$ cat config.mk
export PLATFORM = sky130hd
export DESIGN_NAME = optport_cond
export DESIGN_NICKNAME = d
export VERILOG_FILES = /design/src/rtl/optport_pkg.sv /design/src/rtl/opt_carrier.sv /design/src/rtl/opt_tx_path.sv /design/src/rtl/opt_rx_path.sv /design/src/rtl/optport_cond.sv
export SDC_FILE = /design/constraint.sdc
export NUM_CORES = 1
export LEC_CHECK = 0
export ABC_AREA = 1
export ABC_CLOCK_PERIOD_IN_PS = 2000
export BUFFER_PORTS_ARGS = -buffer_cell sky130_fd_sc_hd__buf_2
export CORE_AREA = 2 2 39 41
export CTS_CLUSTER_DIAMETER = 30
export DETAILED_ROUTE_END_ITERATION = 12
export DIE_AREA = 0 0 41 43
export PLACE_DENSITY = 0.83
export SLEW_MARGIN = 10
export SYNTH_ARGS = -nofsm -noshare
export SYNTH_HDL_FRONTEND = slang
export SYNTH_HIERARCHICAL = 1
export SYNTH_SLANG_ARGS = --single-unit
export TNS_END_PERCENT = 5
$ cat constraint.sdc
create_clock -name clk -period 2 [get_ports clk]
set_input_delay 0.4 -clock clk [delete_from_list [all_inputs] [get_ports clk]]
set_output_delay 0.4 -clock clk [all_outputs]
set_load 0.01 [all_outputs]
$ cat src/rtl/optport_pkg.sv
package optport_pkg;
  localparam int DUTY_W = 2;
  localparam int SEL_W  = 2;

  typedef enum logic [SEL_W-1:0] {
    TXS_DIO    = 2'b00,
    TXS_OPT    = 2'b01,
    TXS_WPULSE = 2'b10,
    TXS_VPULSE = 2'b11
  } tx_src_e;

  typedef enum logic [1:0] {
    RXR_UART = 2'b00,
    RXR_DIO  = 2'b01,
    RXR_SEG  = 2'b10
  } rx_route_e;

  // modulated line: ones pass, zeros take the carrier level
  function automatic logic modulate(input logic line, input logic mod_en,
                                    input logic carrier_hi);
    return line | (mod_en & carrier_hi);
  endfunction
endpackage

$ cat src/rtl/opt_carrier.sv
module opt_carrier
  import optport_pkg::*;
#(
  parameter int PHASE_W = 4
) (
  input  logic              clk,
  input  logic              rst_n,
  input  logic              tick,
  input  logic [DUTY_W-1:0] duty_code,
  output logic              carrier_hi,
  output logic              period_wrap
);
  localparam logic [PHASE_W:0] HALF = (PHASE_W+1)'(1) << (PHASE_W-1);

  logic [PHASE_W-1:0] phase_q;
  logic [DUTY_W-1:0]  duty_q;

  function automatic logic [PHASE_W:0] low_len(input logic [DUTY_W-1:0] d);
    return HALF >> d;
  endfunction

  assign period_wrap = tick && (phase_q == '1);
  assign carrier_hi  = ({1'b0, phase_q} >= low_len(duty_q));

  always_ff @(posedge clk) begin
    if (!rst_n) begin
      phase_q <= '0;
      duty_q  <= '0;
    end else if (tick) begin
      phase_q <= phase_q + 1'b1;
      if (period_wrap) duty_q <= duty_code;
    end
  end


  duty_hold_chk: assert property (@(posedge clk) disable iff (!rst_n)
    !period_wrap |=> $stable(duty_q));

  phase_step_chk: assert property (@(posedge clk) disable iff (!rst_n)
    tick |=> phase_q == PHASE_W'($past(phase_q) + 1'b1));

  period_start_low_chk: assert property (@(posedge clk) disable iff (!rst_n)
    (phase_q == '0) |-> !carrier_hi);
endmodule

$ cat src/rtl/opt_tx_path.sv
module opt_tx_path
  import optport_pkg::*;
(
  input  logic             clk,
  input  logic             rst_n,
  input  logic             uart_txd,
  input  logic             tx_invert,
  input  logic             tx_mod_en,
  input  logic             carrier_hi,
  input  logic [SEL_W-1:0] tx_src_sel,
  input  logic             tx_seg_map,
  input  logic             dio_out_val,
  input  logic             wpulse_in,
  input  logic             vpulse_in,
  input  logic             seg_tx_drive,
  output logic             opt_tx,
  output logic             tx_pin
);
  logic line_val;

  assign line_val = uart_txd ^ tx_invert;
  assign opt_tx   = modulate(line_val, tx_mod_en, carrier_hi);

  always_comb begin
    if (tx_seg_map) begin
      tx_pin = seg_tx_drive;
    end else begin
      unique case (tx_src_e'(tx_src_sel))
        TXS_DIO:    tx_pin = dio_out_val;
        TXS_OPT:    tx_pin = opt_tx;
        TXS_WPULSE: tx_pin = wpulse_in;
        TXS_VPULSE: tx_pin = vpulse_in;
        default:    tx_pin = dio_out_val;
      endcase
    end
  end


  one_pass_chk: assert property (@(posedge clk) disable iff (!rst_n)
    line_val |-> opt_tx);

  seg_own_chk: assert property (@(posedge clk) disable iff (!rst_n)
    tx_seg_map |-> tx_pin == seg_tx_drive);

  opt_sel_chk: assert property (@(posedge clk) disable iff (!rst_n)
    (!tx_seg_map && tx_src_sel == TXS_OPT) |-> tx_pin == opt_tx);
endmodule

$ cat src/rtl/opt_rx_path.sv
module opt_rx_path
  import optport_pkg::*;
(
  input  logic clk,
  input  logic rst_n,
  input  logic rx_pin,
  input  logic rx_disable,
  input  logic rx_invert,
  input  logic rx_seg_map,
  input  logic seg_rx_drive,
  output logic uart_rxd,
  output logic dio_in_val,
  output logic rx_seg_active,
  output logic rx_pad_out
);
  rx_route_e route;

  always_comb begin
    if (rx_seg_map)      route = RXR_SEG;
    else if (rx_disable) route = RXR_DIO;
    else                 route = RXR_UART;
  end

  assign rx_seg_active = (route == RXR_SEG);
  assign rx_pad_out    = rx_seg_active & seg_rx_drive;

  always_ff @(posedge clk) begin
    if (!rst_n) begin
      uart_rxd   <= 1'b1;
      dio_in_val <= 1'b0;
    end else begin
      uart_rxd   <= (route == RXR_UART) ? (rx_pin ^ rx_invert) : 1'b1;
      dio_in_val <= (route == RXR_DIO) ? rx_pin : 1'b0;
    end
  end


  rx_idle_chk: assert property (@(posedge clk) disable iff (!rst_n)
    (route != RXR_UART) |=> uart_rxd);

  dio_noinv_chk: assert property (@(posedge clk) disable iff (!rst_n)
    (route == RXR_DIO) |=> dio_in_val == $past(rx_pin));

  seg_pad_chk: assert property (@(posedge clk) disable iff (!rst_n)
    rx_seg_map |-> (rx_seg_active && rx_pad_out == seg_rx_drive));
endmodule

$ cat src/rtl/optport_cond.sv
module optport_cond
  import optport_pkg::*;
#(
  parameter int PHASE_W = 4
) (
  input  logic              clk,
  input  logic              rst_n,
  input  logic              carrier_tick,
  input  logic [DUTY_W-1:0] duty_code,
  input  logic              tx_invert,
  input  logic              tx_mod_en,
  input  logic [SEL_W-1:0]  tx_src_sel,
  input  logic              tx_seg_map,
  input  logic              uart_txd,
  input  logic              dio_out_val,
  input  logic              wpulse_in,
  input  logic              vpulse_in,
  input  logic              seg_tx_drive,
  output logic              tx_pin,
  input  logic              rx_pin,
  input  logic              rx_disable,
  input  logic              rx_invert,
  input  logic              rx_seg_map,
  input  logic              seg_rx_drive,
  output logic              uart_rxd,
  output logic              dio_in_val,
  output logic              rx_seg_active,
  output logic              rx_pad_out
);
  logic carrier_hi;
  logic period_wrap;
  logic opt_tx;

  opt_carrier #(.PHASE_W(PHASE_W)) u_carrier (
    .clk(clk), .rst_n(rst_n), .tick(carrier_tick), .duty_code(duty_code),
    .carrier_hi(carrier_hi), .period_wrap(period_wrap)
  );

  opt_tx_path u_tx (
    .clk(clk), .rst_n(rst_n), .uart_txd(uart_txd), .tx_invert(tx_invert),
    .tx_mod_en(tx_mod_en), .carrier_hi(carrier_hi), .tx_src_sel(tx_src_sel),
    .tx_seg_map(tx_seg_map), .dio_out_val(dio_out_val), .wpulse_in(wpulse_in),
    .vpulse_in(vpulse_in), .seg_tx_drive(seg_tx_drive), .opt_tx(opt_tx),
    .tx_pin(tx_pin)
  );

  opt_rx_path u_rx (
    .clk(clk), .rst_n(rst_n), .rx_pin(rx_pin), .rx_disable(rx_disable),
    .rx_invert(rx_invert), .rx_seg_map(rx_seg_map), .seg_rx_drive(seg_rx_drive),
    .uart_rxd(uart_rxd), .dio_in_val(dio_in_val),
    .rx_seg_active(rx_seg_active), .rx_pad_out(rx_pad_out)
  );


  wrap_phase_chk: assert property (@(posedge clk) disable iff (!rst_n)
    period_wrap |=> !carrier_hi);
endmodule

==> impl_metrics.csv <==
group,metric,value,unit
worst_setup_path,path_buf_inv,2,
clocking,cts_setup_buffers,0,
worst_setup_path,r2r-end,"u_carrier/duty_q[1]",
worst_setup_path,path_delay_family,"simple AND/OR/NAND/NOR gates",
global_routing,grt_max_degree,9,
placement,port_buffers,24,
global_routing,overflow,0,
worst_setup_path,worst-path-stages,12,
worst_setup_path,crit_path_end,"tx_pin",
worst_setup_path,crit_slowest_cell,"dfxtp_2",
clocking,htree_num_levels,1,
sta,whs,0.399,ns
status,violations,"negative setup slack",
worst_setup_path,r2r_start,"u_carrier/phase_q[1]",
clocking,cts.path.max_buffers,2,
finish,layout-drive-gt1-share,0.336,
synthesis,syn_inst,93,
sta,hold_viol_final,0,
sta,worst_pin_slew,0.213,ns
placement,gp_congestion,0.767,
worst_setup_path,reg2reg_slack,0.99,ns
detailed_routing,first_pass_iters,1,
floorplan,fp-row-count,14,
placement,placed_area,689,sq um
placement,place.detailed.hpwl,912,um
run,cap_violations,0,
hold_path,hold_depth,3,
finish,n_antenna_cell,0,
sta,setup_viol,1,
finish,fin_area,748,sq um
clocking,insertion_delay,0.25,ns
detailed_routing,wl,1210,um
synthesis,avgSynthCellArea,5.95,sq um
synthesis,synth.net_count,118,
floorplan,ios,25,
placement,placed_cells,132,
sta,fin_skew,0.00388,ns
worst_setup_path,cp_max_fo,4,
floorplan,die_w,41,um
floorplan,core-area,1380,sq um
floorplan,start_util,0.400,
floorplan,die-area,1760,sq um
power_and_ir_drop,power.leakage,0.425,nW
synthesis,synth_cell_types,14,
worst_setup_path,crit_top_cell,"nand2_1",
detailed_routing,ant_nets,0,
detailed_routing,routed_via_density,4.49,
power_and_ir_drop,cellPowerDensity,486,nW/um^2
clocking,cts_tree,"yes",
worst_setup_path,worst_path_largest_cell_delay,0.33,ns
worst_setup_path,path_cells,"inv_2 > nand2_2 > ha_4 > nand2_2 > nand2_1 > a21oi_1 > nand2_1 > nand2_1 > nand3_2 > nand2_1 > a21oi_1 > buf_2",
clocking,clock_sinks,8,
floorplan,die_height,43,um
finish,final_cells,135,
sta,tns,-0.0437,ns
power_and_ir_drop,peakVddDrop,265,uV
clocking,clk_pin_slew,0.06,ns
synthesis,synth_area,553,sq um
detailed_routing,wl_per_cell,8.96,um
sta,rsz0062_at_grt,"yes",
worst_setup_path,crit_type,"reg -> out",
status,status,"finished, violations left",
finish,syn2layout_area_growth,35.3,%
worst_setup_path,arrival,1.64,ns
sta,period_needed,2.04,ns
sta,fin_crit_sh,1.02,
hold_path,hold_class,"in -> reg",
detailed_routing,first_iter_violations,0,
sta,max_freq,0.489,GHz
worst_setup_path,endpoint_kind,"output port",
finish,post-route-util,0.541,
sta,finalMaxSlewViolations,0,
global_routing,grt_pass1_vias,534,
synthesis,ys_seq_area_frac,0.290,
worst_setup_path,r2r_cells,6,
global_routing,grtUsageTotal,0.146,
sta,setup_ws,-0.0437,ns
worst_setup_path,startpoint,"u_carrier/duty_q[1]",
finish,num-nets-final,146,
detailed_routing,drcViolationCount,0,
detailed_routing,num_vias,606,
synthesis,yosysWarningCount,6,
clocking,root_buffer,"clkbuf_4",
synthesis,synth_seq_cells,8,
sta,timing.slew.headroom,0.858,
worst_setup_path,required,1.60,ns
worst_setup_path,cp-start-kind,"flop",
global_routing,grt_first_pass_wirelength,1770,um
clocking,cts-buffers-inserted,3,
hold_path,min_from,"rx_pin",
global_routing,antenna_found_initial,0,
[registers in the layout, summed over array words and instances (netlist names)]
| signal | cells |
|---|---|
| u_carrier/phase_q | 4 |
| u_rx/dio_in_val | 1 |
| u_rx/uart_rxd | 1 |
| u_carrier/duty_q | 2 |
[logic make-up after synthesis]
kind of cell               share of synthesized area
and+or+nand+nor                                0.400
adders and majority gates                      0.113
buffers and inverters                          0.143
DFF                                            0.290
AOI/OAI and AO/OA                             0.0543
[metrics by stage]
| step | total power, W | setup slack (ns) |
|---|---|---|
| 2_1_floorplan | 0.000206 | 0.341 |
| 6_report | 0.000364 | -0.0437 |
| 4_1_cts | 0.000366 | -0.0679 |
| 3_3_place_gp | 0.000236 | 0.253 |
| 5_1_grt | 0.000383 | -0.166 |
| 3_5_place_dp | 0.000239 | 0.195 |
[area by class of cell]
class / instances / area, sq um
repair buffers: 24 / 120
flip-flops and latches: 8 / 164
well taps: 16 / 20.0
multi-input cells: 64 / 347
fillers: 148 / 636
clock buffers: 3 / 22.5
inverters: 20 / 75.1
[routing by layer]
layer,GRT usage,vias up,part of all wire
met4,0.100,0,0.016
met2,0.250,15,0.55
met3,0.0314,3,0.031
li1,-,328,-
met1,0.144,260,0.41
met5,0,-,0
[worst register-to-register path: cells and delay by family, from the launching register on]
kind                     cells  cell delay [ns]
flip-flops                   1             0.38
adder cells (fa/ha/maj)      1             0.18
AND/OR/NAND/NOR              5             0.35
[cells in the final DEF (no fill, tap or decap)]
cell type  instances
inv_1             18
nand3_2            1
inv_2              2
buf_2             24
dfxtp_2            3
nand4_1            1
nand3_1            3
nand2_2            4
o21ai_0            2
ha_4               2
nand2_1           28
nor2_4             1
clkbuf_4           3
ha_1               3
dfxtp_1            5
a21oi_1            4
nor2_1            15
[cells in the mapped netlist]
| master | n | share of area |
|---|---|---|
| dfxtp_1 | 8 | 0.29 |
| inv_2 | 1 | 0.0068 |
| nand2_2 | 1 | 0.011 |
| nand3_1 | 3 | 0.027 |
| inv_1 | 19 | 0.13 |
| ha_1 | 5 | 0.11 |
| nand3_2 | 1 | 0.018 |
| nand4_1 | 1 | 0.011 |
| nand2_1 | 31 | 0.21 |
| a21oi_1 | 4 | 0.036 |
| nor2_1 | 15 | 0.10 |
| clkbuf_1 | 1 | 0.0068 |
| nor2_4 | 1 | 0.020 |
| o21ai_0 | 2 | 0.018 |
[power by group]
part,internal [W],switching (W)
clock network,0.0000688,0.0000565
registers,0.000165,0.00000449
logic,0.0000331,0.0000360
[worst min-delay path by stage]
stage,to,slack (ns)
3_5_place_dp,u_carrier/phase_q[0],0.50
2_1_floorplan,u_carrier/phase_q[0],0.47
6_report,u_rx/dio_in_val,0.40
4_1_cts,u_rx/dio_in_val,0.39
5_1_grt,u_rx/dio_in_val,0.42
3_3_place_gp,u_carrier/phase_q[0],0.49
[timing repair]
| action | in CTS | in global routing |
|---|---|---|
| hold endpoints to repair | 0 | 0 |
| setup endpoints to repair | 1 | 1 |
| hold buffers | 0 | 0 |
| pin swaps | 0 | 5 |
| resized for setup | 3 | 6 |
No activity file was read; power rests on OpenSTA's default activity.
